$ cat config.mk
export PLATFORM = sky130hd
export DESIGN_NAME = stepper_phase_seq
export DESIGN_NICKNAME = d
export VERILOG_FILES = /design/src/rtl/stepper_phase_seq.sv
export SDC_FILE = /design/constraint.sdc
export NUM_CORES = 1
export LEC_CHECK = 0
export BUFFER_PORTS_ARGS = -buffer_cell sky130_fd_sc_hd__buf_2
export CORE_MARGIN = 2
export CORE_UTILIZATION = 31
export DETAILED_ROUTE_END_ITERATION = 7
export PLACE_DENSITY_LB_ADDON = 0.05
export SETUP_SLACK_MARGIN = 0.1
export SKIP_CTS_REPAIR_TIMING = 1
export SYNTH_ARGS = -nofsm -noshare
export SYNTH_HDL_FRONTEND = slang
export SYNTH_SLANG_ARGS = --single-unit
$ cat constraint.sdc
create_clock -name clk -period 4.4 [get_ports clk]
set_clock_uncertainty 0.15 [all_clocks]
set_input_delay 0.66 -clock clk [delete_from_list [all_inputs] [get_ports clk]]
set_output_delay 0.66 -clock clk [all_outputs]
set_load 0.02 [all_outputs]
$ cat src/rtl/stepper_phase_seq.sv
module stepper_phase_seq #(
  parameter int MAG_W = 10
) (
  input  logic             clk,
  input  logic             hold_n,
  input  logic             en_n,
  input  logic             step_a,
  input  logic             step_b,
  input  logic             dir,
  input  logic [1:0]       mode,
  output logic             a_neg,
  output logic [MAG_W-1:0] a_mag,
  output logic             a_off,
  output logic             b_neg,
  output logic [MAG_W-1:0] b_mag,
  output logic             b_off,
  output logic             home_n
);
  localparam int IDX_W = 5;
  localparam logic [MAG_W-1:0] FULL = MAG_W'(1000);

  logic [2:0] sa, sb;
  logic       rise_a, rise_b, step_fw, step_rv;
  logic [IDX_W-1:0] idx, stride;
  logic [1:0] quad;
  logic [2:0] fine;
  logic [MAG_W-1:0] dec_lvl, inc_lvl;
  logic       sgn_a, sgn_b;
  logic [MAG_W-1:0] mag_a, mag_b;

  function automatic logic [MAG_W-1:0] lvl(input logic [3:0] p);
    case (p)
      4'd0, 4'd1: lvl = MAG_W'(1000);
      4'd2:       lvl = MAG_W'(910);
      4'd3:       lvl = MAG_W'(830);
      4'd4:       lvl = MAG_W'(710);
      4'd5:       lvl = MAG_W'(555);
      4'd6:       lvl = MAG_W'(400);
      4'd7:       lvl = MAG_W'(200);
      default:    lvl = '0;
    endcase
  endfunction

  always_ff @(posedge clk) begin
    if (!hold_n) begin
      sa <= '0;
      sb <= '0;
    end else begin
      sa <= {sa[1:0], step_a};
      sb <= {sb[1:0], step_b};
    end
  end

  assign rise_a  = sa[1] & ~sa[2];
  assign rise_b  = sb[1] & ~sb[2];
  assign step_fw = ((rise_a & ~dir) | (rise_b & dir)) & ~((rise_a & dir) | (rise_b & ~dir));
  assign step_rv = ((rise_a & dir) | (rise_b & ~dir)) & ~((rise_a & ~dir) | (rise_b & dir));
  assign stride  = IDX_W'(5'd8 >> mode);

  always_ff @(posedge clk) begin
    if (!hold_n)      idx <= '0;
    else if (step_fw) idx <= idx + stride;
    else if (step_rv) idx <= idx - stride;
  end

  assign quad    = idx[4:3];
  assign fine    = idx[2:0];
  assign dec_lvl = lvl({1'b0, fine});
  assign inc_lvl = lvl(4'd8 - {1'b0, fine});

  always_comb begin
    if (mode == 2'b00) begin
      mag_a = FULL;
      mag_b = FULL;
      sgn_a = quad[1];
      sgn_b = (quad == 2'd0) || (quad == 2'd3);
    end else begin
      case (quad)
        2'd0:    begin mag_a = dec_lvl; mag_b = inc_lvl; sgn_a = 1'b0; sgn_b = 1'b0; end
        2'd1:    begin mag_a = inc_lvl; mag_b = dec_lvl; sgn_a = 1'b1; sgn_b = 1'b0; end
        2'd2:    begin mag_a = dec_lvl; mag_b = inc_lvl; sgn_a = 1'b1; sgn_b = 1'b1; end
        default: begin mag_a = inc_lvl; mag_b = dec_lvl; sgn_a = 1'b0; sgn_b = 1'b1; end
      endcase
    end
  end

  assign a_mag  = mag_a;
  assign b_mag  = mag_b;
  assign a_neg  = sgn_a & (mag_a != '0);
  assign b_neg  = sgn_b & (mag_b != '0);
  assign a_off  = en_n | ~hold_n;
  assign b_off  = en_n | ~hold_n;
  assign home_n = hold_n & (idx != '0);
endmodule


## Word level (Yosys, flattened, before mapping)

Memories as Yosys holds them, arrays and structs flattened. A register that Yosys moved wholly into a read port is not among the register bits.
Cells that the tools add are included.

| cells by class | value |
|---|---|
| add/subtract/negate cells | 3 |
| multipliers | 0 |
| div/mod/pow operators | 0 |
| $lt $le $gt $ge | 0 |
| equal/unequal tests | 3 |
| shift operators | 1 |
| mux-type cells | 13 |
| bitwise logic cells | 20 |
| reductions and logical operators | 10 |

Operators by type and width:

| operator | count |
|---|---|
| $mux 10 | 5 |
| $reduce_bool 10->1 | 2 |
| $and 1x1->1 | 11 |
| $mux 5 | 2 |
| $mux 3 | 2 |
| $not 1->1 | 6 |
| $reduce_or 2->1 | 3 |
| $add 5x5->5 | 1 |
| $reduce_bool 5->1 | 1 |
| $shr 4x2->5 const A | 1 |
| $sub 5x5->5 | 1 |
| $eq 2x2->1 const B | 2 |
| $logic_not 2->1 | 2 |
| $mux 1 | 4 |
| $sub 4x3->4 const A | 1 |
| $or 1x1->1 | 3 |
| $eq 2x1->1 const B | 1 |
| $reduce_bool 2->1 | 1 |
| $logic_or 1x1->1 | 1 |

| word-level totals | value |
|---|---|
| flip-flop bits (word level) | 11 |
| bits in latches | 0 |
| memory bits (writable) | 0 |
| bits in read-only memories | 160 |
| bits of input ports | 8 |
| output and inout port bits | 25 |
| word-level logic and storage cells | 55 |
| memories kept | 2 |

Memories:

| name | words | width | read ports | clocked after Yosys merged registers in | wr ports | line | source |
|---|---|---|---|---|---|---|---|
| (name not given) | 8 | 10 | 1 | 0 | 0 | 32 | `case (p)` |
| (name not given) | 8 | 10 | 1 | 1 | 0 | 32 |  |

## Depth between registers and ports, before layout

| logic depth | value |
|---|---|
| depth after elaboration | 10 |
| gate-level depth with buffers | 12 |
| gate-level depth less buffers | 12 |

## Worst setup path before layout

Ideal clock, no wire load.

| path | value |
|---|---|
| path type | in2reg |
| from | input port dir |
| to | register dec_lvl[5] (netlist name) |
| library setup time | 0.119 ns |
| data arrival time | 2.943 ns |
| data required time | 4.131 ns |
| path slack | 1.188 ns |
| stages on the path | 11 |
| buffers on the path | 0 |
| cells stage by stage | mux2_2 ha_1 mux2_2 inv_1 fa_1 o21ai_0 and2_1 inv_1 ha_1 and3_1 o21bai_1 |

| on the way | value |
|---|---|
| longest elaborated chain between the ends | 8 |
| elaborated cells between the ends (all ways) | 15 |
| classes of those cells | mux (3); bitwise (11); reduce/logical (1) |

Ends and longest elaborated chain:

| item | line | source |
|---|---|---|
| from (decl) | 9 | `input logic dir,` |
| $not 1->1 | 56, 57 |  |
| $and 1x1->1 | 56, 57 |  |
| $or 1x1->1 | 56, 57 |  |
| $not 1->1, on equally long branches | 56, 57 |  |
| $and 1x1->1, on equally long branches | 56, 57 |  |
| $mux 5 / $reduce_bool 2->1 (equally long branches) | - |  |
| $mux 3 (no line) * (2 in series) | - |  |

Mark *: on every way between the ends. The rest lies on a longest branch, timed or not.
A chain may end at the register's enable or synchronous reset.

## Final worst setup path

| path | value |
|---|---|
| from | register idx[1] |
| to | output port b_neg |

| on the way | value |
|---|---|
| longest elaborated chain between the ends | 7 |

Ends and longest elaborated chain:

| item | line | source |
|---|---|---|
| from (decl) | 24 | `logic [IDX_W-1:0] idx, stride;` |
| from (signal assigned) | 62 | `else if (step_fw) idx <= idx + stride;` |
| from (signal assigned) | 63 | `else if (step_rv) idx <= idx - stride;` |
| $sub 4x3->4 * | 69 | `assign inc_lvl = lvl(4'd8 - {1'b0, fine});` |
| $mem_v2 8x10 | - |  |
| $mux 10 * | 32 |  |
| $mux 10 * | 78 | `case (quad)` |
| $mux 10 * | 72 | `if (mode == 2'b00) begin` |
| $reduce_bool 10->1 * | 90 | `assign b_neg = sgn_b & (mag_b != '0);` |
| $and 1x1->1 * | 90 |  |
| to (decl) | 14 | `output logic b_neg,` |

Marked as above.

==> flow_summary.yaml <==
cts:
  cts_max_level: 1
  cts_made_buffers: 3
  tritoncts_num_sinks: 21
  worst_skew_pair.late_latency_ps: 260
  clock-root-buffer: "sky130_fd_sc_hd__clkbuf_8"
  cts_tree: "built"
  path_clk_slew_ps: 80
  clock_path_buffers: 2
status:
  outcome: "complete, no violations"
setup_path:
  critPathKind: "reg2out"
  crit-reg2reg-capture: "dec_lvl[4]$_DFF_P_"
  worst_path_max_fanout: 14
  r2r.worst_path.cells: 10
  critPathLaunchType: "flip-flop"
  crit_required_ps: 3590
  cp_slowest_stage_delay_ps: 540
  worstPathArrival_ps: 3080
  timing.critical_path.to_type: "output pin"
  critPathSlowestCell: "sky130_fd_sc_hd__dfxtp_1"
  regToRegSetupSlack_ps: 1160
  rr_startpoint: "sb[2]$_SDFF_PN0_"
  worstPathCellList: "inv_1 -> ha_2 -> xnor2_1 -> ha_1 -> nand2b_1 -> a2111oi_4 -> a31oi_1 -> nor3_2 -> a21oi_1 -> buf_2"
hold_path:
  hold_path_end: "sb[1]$_SDFF_PN0_"
  worst_hold_path.num_cells: 1
  hold_start: "sb[0]$_SDFF_PN0_"
  min-delay-path-class: "reg2reg"
global_route:
  track_usage_pct: 14.8
  grt_start_max_net_pins: 23
  grt_pass1_vias: 1579
  number_of_antenna_violations_at_the_first_check_in_global_routing: 0
  global_route_wire_length_before_repair_mm: 7.69
  grt.overflow.total: 0
power_and_ir_drop:
  worst_ir_drop_vdd_v: 0.000147
  static-leakage-power_nw: 0.983
  finalPower_w: 0.000704
  powerDensity_nw_per_um2: 334
final_layout:
  finalNetCount: 291
  antenna-diode-count: 0
  drive_gt1_share_pct: 21.0
  layout-area-overhead-vs-synth_pct: 11.1
synthesis:
  avgSynthCellArea_sq_um: 8.19
  yosysWarnings: 0
  synthesis.nets: 265
  post-synth-top-area-fraction_pct: 22.1
  yosysUniqueCellTypes: 48
  synth-adder-area-share_pct: 16.9
  synth_sequential_area_ratio_pct: 22.1
  synthesized_area_sq_um: 1900
  synth_compound_area_share_pct: 17.9
  post_synth_mux_area_share_pct: 9.16
  synth_top_flop_cell: "sky130_fd_sc_hd__dfxtp_1"
  synth-seq-cells: 21
  postSynthCellCount: 232
  synth_top_family_by_area: "simple AND/OR/NAND/NOR gates"
  synth_simple_gate_area_share_pct: 23.4
  synth-async-reset-ratio_pct: 0
  synth_area_leaders: "sky130_fd_sc_hd__dfxtp_1 22%, sky130_fd_sc_hd__ha_1 16%, sky130_fd_sc_hd__nand2_1 4.7%, sky130_fd_sc_hd__nor2_1 4.3%, sky130_fd_sc_hd__mux2i_1 4.2%"
  synth.largest_area_cell: "sky130_fd_sc_hd__dfxtp_1"
  synth_enable_flop_cells: 0
  synth-xor-area-share_pct: 1.84
die:
  die_height_um: 82.3
  die_w_um: 82.3
  floorplan.initialDensity_pct: 32.1
  placementRows: 28
  design.die.area_sq_um: 6770
  design.portCount: 33
  design.core.area_sq_um: 5920
route:
  drcViolationCount: 0
  drtIter0Drc: 61
  via_count: 1607
  post_drt_via_cell_ratio: 4.84
  routed_wl_mm: 4.64
  drtAntennaViolNets: 0
  dr.pass1.iters: 4
  wl_per_instance_um: 14.0
placed_design:
  dp_slack_ps: 599
  final_weighted_congestion_of_routability_driven_global_placement: 0.758
  port_bufs: 32
  post-dp-hpwl_mm: 3.64
sta:
  max_freq_mhz: 257
  finalHoldViolations: 0
  worst_margin_slew_ps: 627
  finalSetupTns_ps: 0
  post-route-worst-setup-slack_ps: 507
  rsz0062_at_grt: "false"
  setup-violations-final: 0
  timing.slew.headroom_pct: 58.1
  finalWorstPathRequiredPeriod_ps: 3890
  share_of_the_clock_period_used_by_the_worst_path_pct: 88.5
  timing.final.max_slew_violations: 0
run:
  drv_cap: 0
==> power by group <==
part / internal, W / total (W) / switching [W]
logic: 0.000134 / 0.000357 / 0.000223
clock network: 0.0000644 / 0.000124 / 0.0000601
registers: 0.000205 / 0.000222 / 0.0000172
total: 0.000404 / 0.000704 / 0.000300
==> metal layers <==
metal	part of all wire (%)	vias to the layer above	track usage [%]	routed length, um
met2	47	20	25.0	2180
met5	0	-	0	0
met4	0.54	0	3.17	25
met1	49	746	19.9	2290
met3	3.2	2	2.17	148
li1	-	839	-	-
==> flip-flops by register name, summed over array words and instances, names as in the netlist <==
name	cells
sa	3
idx	5
dec_lvl	10
sb	3
==> synth_stat cells (4+ instances only) <==
| master | number |
|---|---|
| sky130_fd_sc_hd__nand3_1 | 5 |
| sky130_fd_sc_hd__ha_1 | 24 |
| sky130_fd_sc_hd__dfxtp_1 | 21 |
| sky130_fd_sc_hd__inv_1 | 14 |
| sky130_fd_sc_hd__mux2i_1 | 8 |
| sky130_fd_sc_hd__o21bai_1 | 4 |
| sky130_fd_sc_hd__nor3_1 | 4 |
| sky130_fd_sc_hd__nor2_1 | 22 |
| sky130_fd_sc_hd__clkbuf_1 | 5 |
| sky130_fd_sc_hd__mux2_2 | 6 |
| sky130_fd_sc_hd__a21oi_1 | 15 |
| sky130_fd_sc_hd__nand2b_1 | 6 |
| sky130_fd_sc_hd__and2_1 | 10 |
| sky130_fd_sc_hd__o21ai_0 | 12 |
| sky130_fd_sc_hd__nand2_1 | 24 |
==> worst max path at each step <==
stage                        start                  to  depth (start not counted)
6_report       idx[1]$_SDFFE_PN0N_               b_neg                         10
5_1_grt        idx[1]$_SDFFE_PN0N_               a_neg                         10
4_1_cts        idx[1]$_SDFFE_PN0N_               b_neg                         10
3_5_place_dp   idx[1]$_SDFFE_PN0N_               b_neg                         10
3_3_place_gp   idx[1]$_SDFFE_PN0N_               b_neg                         10
2_1_floorplan                  dir  dec_lvl[5]$_DFF_P_                         11
==> layout make-up <==
| class | count | area (sq um) |
|---|---|---|
| Inverter | 14 | 52.6 |
| Clock buffer | 4 | 45.0 |
| Multi-Input combinational cell | 183 | 1320 |
| Sequential cell | 21 | 420 |
| Timing Repair Buffer | 35 | 183 |
| Tap cell | 75 | 93.8 |
| Fill cell | 624 | 3810 |
==> metrics by stage <==
stage	instances	hold slack (ps)	cell area, sq um	util [%]
2_1_floorplan	232	262	1900	-
3_3_place_gp	328	264	2060	34.8
3_5_place_dp	328	270	2060	34.8
4_1_cts	332	290	2110	35.6
5_1_grt	332	307	2110	35.7
6_report	332	285	2110	35.7
==> layout by cell type (no fill, tap or decap), drive strengths merged, types with 3 or more instances in the layout <==
| cell | Yosys | routed |
|---|---|---|
| a21o | 3 | 3 |
| a21oi | 15 | 15 |
| a2bb2oi | 3 | 3 |
| a31oi | 3 | 3 |
| and2 | 10 | 10 |
| buf | 5 | 35 |
| clkbuf | 8 | 4 |
| dfxtp | 21 | 21 |
| ha | 24 | 24 |
| inv | 14 | 14 |
| mux2 | 8 | 8 |
| mux2i | 8 | 8 |
| nand2 | 24 | 24 |
| nand2b | 6 | 6 |
| nand3 | 5 | 5 |
| nor2 | 22 | 22 |
| nor2b | 3 | 3 |
| nor3 | 6 | 6 |
| nor4 | 3 | 3 |
| o21ai | 14 | 14 |
| o21bai | 4 | 4 |
| xnor2 | 3 | 3 |
==> cell families after synthesis <==
| family | after synthesis |
|---|---|
| fa+ha+maj | 25 |
| simple gates | 88 |
| buf+inv | 28 |
| flops | 21 |
| compound gates | 50 |
| mux | 16 |
| xor+xnor | 4 |
==> critical path: cells and delay by family, from the launching register on <==
kind	cells	cell delay [ps]
and+or+nand+nor	2	290
adders and majority gates	2	650
buffers and inverters	2	430
DFF	1	540
AOI/OAI and AO/OA	3	640
xor gates and xnor gates	1	280
No activity file was read; power rests on OpenSTA's default activity.
